### config.mk
export PLATFORM = sky130hd
export DESIGN_NAME = slot_ctl_regs
export DESIGN_NICKNAME = d
export VERILOG_FILES = /design/src/rtl/slot_ctl_pkg.sv /design/src/rtl/slot_ctl_decode.sv /design/src/rtl/slot_ctl_status.sv /design/src/rtl/slot_ctl_rdmux.sv /design/src/rtl/slot_ctl_regs.sv
export SDC_FILE = /design/constraint.sdc
export NUM_CORES = 1
export LEC_CHECK = 0
export ABC_AREA = 1
export BUFFER_PORTS_ARGS = -buffer_cell sky130_fd_sc_hd__buf_4
export CORE_MARGIN = 1
export CORE_UTILIZATION = 25
export CTS_CLUSTER_SIZE = 28
export DETAILED_ROUTE_END_ITERATION = 10
export PLACE_DENSITY = 0.84
export SYNTH_ARGS = -nofsm -noshare
export SYNTH_HDL_FRONTEND = slang
export SYNTH_SLANG_ARGS = --single-unit
### constraint.sdc
create_clock -name clk -period 0.8 [get_ports clk]
set_clock_uncertainty 0.05 [all_clocks]
set_input_delay 0.08 -clock clk [delete_from_list [all_inputs] [get_ports clk]]
set_output_delay 0.08 -clock clk [all_outputs]
set_load 0.005 [all_outputs]
### src/rtl/slot_ctl_pkg.sv
package slot_ctl_pkg;

  // Word indices on the register window; the status index is decoded by
  // software drivers, so its placement is behavioural.
  localparam int unsigned IDX_IDENT  = 0;
  localparam int unsigned IDX_RSVD   = 1;
  localparam int unsigned IDX_STATUS = 2;
  localparam int unsigned IDX_DECODE = 3;

  typedef struct packed {
    logic card;   // sticky insert flag
    logic wp;     // live write-protect level
  } slot_stat_t;

  typedef struct packed {
    logic ident;
    logic rsvd;
    logic status;
    logic decode;
  } slot_sel_t;

endpackage

### src/rtl/slot_ctl_decode.sv
module slot_ctl_decode
  import slot_ctl_pkg::*;
#(
  parameter int unsigned ADDR_W = 4
) (
  input  logic [ADDR_W-1:0] addr,
  output slot_sel_t         sel
);

  localparam logic [ADDR_W-1:0] A_IDENT  = ADDR_W'(IDX_IDENT);
  localparam logic [ADDR_W-1:0] A_RSVD   = ADDR_W'(IDX_RSVD);
  localparam logic [ADDR_W-1:0] A_STATUS = ADDR_W'(IDX_STATUS);
  localparam logic [ADDR_W-1:0] A_DECODE = ADDR_W'(IDX_DECODE);

  always_comb begin
    sel.ident  = (addr == A_IDENT);
    sel.rsvd   = (addr == A_RSVD);
    sel.status = (addr == A_STATUS);
    sel.decode = (addr == A_DECODE);
  end

endmodule

### src/rtl/slot_ctl_status.sv
module slot_ctl_status
  import slot_ctl_pkg::*;
(
  input  logic       clk,
  input  logic       rst,
  input  logic       wp_lvl,
  input  logic       card_ins,
  input  logic       clr_req,   // write to status word with clear bit set
  output slot_stat_t stat
);

  logic wp_q;
  logic card_q;

  always_ff @(posedge clk) begin
    if (rst) begin
      wp_q   <= 1'b0;
      card_q <= 1'b0;
    end else begin
      wp_q <= wp_lvl;
      // set has priority over clear
      if (card_ins)     card_q <= 1'b1;
      else if (clr_req) card_q <= 1'b0;
    end
  end

  assign stat.wp   = wp_q;
  assign stat.card = card_q;


  wp_track_chk: assert property (@(posedge clk) disable iff (rst)
    $past(!rst) |-> (wp_q == $past(wp_lvl)));


  card_set_chk: assert property (@(posedge clk) disable iff (rst)
    card_ins |=> card_q);


  card_hold_chk: assert property (@(posedge clk) disable iff (rst)
    (card_q && !clr_req) |=> card_q);


  card_clear_chk: assert property (@(posedge clk) disable iff (rst)
    (clr_req && !card_ins) |=> !card_q);


  card_prio_chk: assert property (@(posedge clk) disable iff (rst)
    (clr_req && card_ins) |=> card_q);


  no_spurious_set_chk: assert property (@(posedge clk) disable iff (rst)
    (!card_q && !card_ins) |=> !card_q);

endmodule

### src/rtl/slot_ctl_rdmux.sv
module slot_ctl_rdmux
  import slot_ctl_pkg::*;
#(
  parameter int unsigned DATA_W      = 32,
  parameter logic [DATA_W-1:0] ID_WORD     = 32'h4103_4003,
  parameter logic [DATA_W-1:0] DECODE_WORD = 32'h0000_0011,
  parameter int unsigned WP_POS      = 0,
  parameter int unsigned CARD_POS    = 3
) (
  input  logic              clk,
  input  logic              rst,
  input  logic              rd,
  input  slot_sel_t         sel,
  input  slot_stat_t        stat,
  output logic [DATA_W-1:0] rdata
);

  logic [DATA_W-1:0] stat_word;

  // Place the two status bits; every other bit position is tied low.
  for (genvar i = 0; i < DATA_W; i++) begin : g_stat_bit
    if (i == WP_POS) begin : g_wp
      assign stat_word[i] = stat.wp;
    end else if (i == CARD_POS) begin : g_card
      assign stat_word[i] = stat.card;
    end else begin : g_zero
      assign stat_word[i] = 1'b0;
    end
  end

  logic [DATA_W-1:0] rd_nxt;

  always_comb begin
    rd_nxt = '0;
    if (sel.ident)  rd_nxt = ID_WORD;
    if (sel.status) rd_nxt = stat_word;
    if (sel.decode) rd_nxt = DECODE_WORD;
  end

  always_ff @(posedge clk) begin
    if (rst)     rdata <= '0;
    else if (rd) rdata <= rd_nxt;
  end


  ident_read_chk: assert property (@(posedge clk) disable iff (rst)
    (rd && sel.ident) |=> (rdata == ID_WORD));


  decode_read_chk: assert property (@(posedge clk) disable iff (rst)
    (rd && sel.decode) |=> (rdata == DECODE_WORD));


  hole_read_chk: assert property (@(posedge clk) disable iff (rst)
    (rd && !sel.ident && !sel.status && !sel.decode) |=> (rdata == '0));


  rdata_hold_chk: assert property (@(posedge clk) disable iff (rst)
    !rd |=> $stable(rdata));

endmodule

### src/rtl/slot_ctl_regs.sv
module slot_ctl_regs
  import slot_ctl_pkg::*;
#(
  parameter int unsigned ADDR_W      = 4,
  parameter int unsigned DATA_W      = 32,
  parameter logic [DATA_W-1:0] ID_WORD     = 32'h4103_4003,
  parameter logic [DATA_W-1:0] DECODE_WORD = 32'h0000_0011,
  parameter int unsigned WP_POS      = 0,
  parameter int unsigned CARD_POS    = 3
) (
  input  logic              clk,
  input  logic              rst,
  input  logic [ADDR_W-1:0] bus_addr,
  input  logic              bus_rd,
  input  logic              bus_wr,
  input  logic [DATA_W-1:0] bus_wdata,
  output logic [DATA_W-1:0] bus_rdata,
  input  logic              wp_lvl,
  input  logic              card_ins,
  output logic              card_irq
);

  slot_sel_t  sel;
  slot_stat_t stat;
  logic       clr_req;
  logic       unused_wdata;

  slot_ctl_decode #(.ADDR_W(ADDR_W)) u_decode (
    .addr (bus_addr),
    .sel  (sel)
  );

  assign clr_req      = bus_wr && sel.status && bus_wdata[CARD_POS];
  assign unused_wdata = ^bus_wdata;

  slot_ctl_status u_status (
    .clk      (clk),
    .rst      (rst),
    .wp_lvl   (wp_lvl),
    .card_ins (card_ins),
    .clr_req  (clr_req),
    .stat     (stat)
  );

  slot_ctl_rdmux #(
    .DATA_W      (DATA_W),
    .ID_WORD     (ID_WORD),
    .DECODE_WORD (DECODE_WORD),
    .WP_POS      (WP_POS),
    .CARD_POS    (CARD_POS)
  ) u_rdmux (
    .clk   (clk),
    .rst   (rst),
    .rd    (bus_rd),
    .sel   (sel),
    .stat  (stat),
    .rdata (bus_rdata)
  );

  assign card_irq = stat.card;


  foreign_write_chk: assert property (@(posedge clk) disable iff (rst)
    (bus_wr && !sel.status && !card_ins && card_irq) |=> card_irq);


  irq_follow_chk: assert property (@(posedge clk) disable iff (rst)
    (bus_rd && sel.status) |=> (bus_rdata[CARD_POS] == card_irq));

endmodule

==> metrics.cfg <==
[status]
violations=negative setup slack
outcome=finished, violations left

[power_and_ir_drop]
pwr_density_cell_nw_per_um2=1270
peakVddDrop_v=0.000483
power_leakage_nw=0.341

[routing]
topRoutingLayerUsed=met3
drt-total-wl_microns=813
drt_first_pass_iters=1
drt-initial-drc-count=0
routedWlPerCell_microns=7.26
vias_per_cell=3.43
detail-route-antenna-nets=0
vias=384
wl_met3_microns=62
m1WireLength_microns=277
route.met2.wl_microns=472
drcViolationCount=0

[layout]
design_area_sq_um=632
layout_common_cells=23 x conb_1, 16 x buf_4, 6 x nand2_1, 6 x inv_1, 6 x buf_6
fillers=200
drive_gt1_share_pct=42.5
fin_nets=131
insertedDiodeCount=0
final_cells=112
final_common_cell=conb_1
area_delta_synth_final_pct=32.5

[placed_design]
dpl_cell_area_sq_um=531
dp_cells=105
place_congestion=0.674
io_buffers=20
hpwlAfterDp_microns=645

[clock_tree]
clock_latency_ps=240
htree_levels=1
root_buffer=clkbuf_4
cts_buffers=3
cts_tree=built
path_clk_slew_ps=40
clock_path_buffers=2
clock_sinks=6

[critical_path]
worstSetupEndpointType=output port
crit_path_cell_trace=buf_4
crit_arrival_ps=730
path_class=reg2out
max_stage_delay_ps=360
path_delay_family=flip-flops
crit_fanout=7
critPathRequiredTime_ps=670
cpMaxStageDelayCell=dfxtp_4
cp-start-kind=flop
path_buf_inv=1

[yosys]
synthesis.area_sq_um=477
syn-mean-instance-area_sq_um=7.22
yosys.area.top_type_share_pct=44.1
ys_warn_count=0
synth_area_leader_cell=buf_4
synth_seq_cells=6
synth_cell_types=13
ys_top_cells_by_area=buf_4 44%, dfxtp_1 25%, inv_1 4.7%
yosysSeqAreaShare_pct=25.2
synthCells=66

[floorplan]
initial_utilization_pct=27.0
ios=75
die_w_microns=45.7
core.rowCount=15
coreArea_sq_um=1760
dieArea_sq_um=2090
die_height_microns=45.7

[sta]
setup_violations=7
timing.final.ws_setup_ps=-59.8
period_share_pct=107
drv_slew=0
setup_tns_ps=-355
fmax_mhz=1160
grt_setup_unrepaired=true
hold_viol=0
fin_crit_ps=860

[global_route]
grt_max_degree=9
gr-total-overflow=0
grt_util_all_layers_pct=8.10
grt_pass1_vias=310
grt_pass1_wl_mm=1.17
antenna_found_initial=0

[hold_path]
hold_path.class=in2reg

[job]
maxCapViolCount=0

worst reg2reg max path, stage by stage (launching register included):
cell	delay, ps
dfxtp_4	360
buf_4	130
o21ai_1	110
a21oi_1	60
timing repair:
action	4_1_cts	5_1_grt
gates resized for setup	10	5
pin swaps	0	1
endpoints found under the hold margin	2	0
hold buffers	2	0
setup buffers	1	1
setup endpoints to repair	10	12
metrics by stage:
step | total power [mW] | setup WS [ps] | utilization, % | hold slack [ps]
global route | 0.862 | -82.6 | 35.8 | 8.58
global placement | 0.494 | 69.1 | 30.1 | 213
CTS | 0.812 | -78.1 | 34.3 | 5.90
finish | 0.804 | -59.8 | 35.8 | 6.44
detailed placement | 0.498 | 26.9 | 30.1 | 218
floorplan | 0.500 | 115 | - | 99.1
synth_stat cells:
cell / number
o21ai_0: 1
buf_4: 28
nor2_1: 4
inv_2: 1
dfxtp_1: 6
o21ai_1: 3
nor2_2: 2
inv_1: 6
a21oi_1: 4
nand2_1: 6
conb_1: 1
nor2_4: 1
nand3_1: 3
layout make-up:
class | instances | area (sq um) | area share [%]
multi-input combinational | 47 | 215 | 34.1
clock buffer | 3 | 22.5 | 3.56
timing repair buffer | 24 | 208 | 32.9
tap | 25 | 31.3 | 4.95
inverter | 7 | 26.3 | 4.16
sequential | 6 | 129 | 20.4
cells by family (layout without fill, tap and decap cells):
kind of cell / after synthesis / count (layout) / synth area share, %
buffers and inverters: 35 / 34 / 49.6
AO/OA/AOI/OAI: 8 / 8 / 8.40
flip-flops: 6 / 6 / 25.2
other: 1 / 23 / 0.787
AND/OR/NAND/NOR: 16 / 16 / 16.0
final timing paths:
check	startpoint	end	slack, ps	cells after the start
setup / recovery	u_rdmux.rdata[24]	bus_rdata[1]	-60	1
hold / removal	bus_rd	u_rdmux.rdata[3]	6	2
setup reg to reg	u_rdmux.rdata[24]	u_rdmux.rdata[24]	-20	3
hold reg to reg	u_rdmux.rdata[3]	u_rdmux.rdata[3]	470	2
report_power, final:
| group | switching, mW | internal [mW] | total [mW] | leakage, nW |
|---|---|---|---|---|
| Sequential | 0.0143 | 0.319 | 0.333 | 0.0516 |
| Combinational | 0.0904 | 0.108 | 0.198 | 0.276 |
| Clock | 0.103 | 0.169 | 0.273 | 0.0138 |
sequential cells by signal, indices dropped and copies added (netlist names):
name,flops
u_rdmux.rdata,4
u_status.card_q,1
u_status.wp_q,1
routing by layer:
layer / up-vias / track usage, %
met4: 0 / 3.64
li1: 194 / -
met3: 0 / 4.76
met2: 20 / 14.6
met5: - / 0
met1: 170 / 7.14
(Power assumes the default switching activity.)
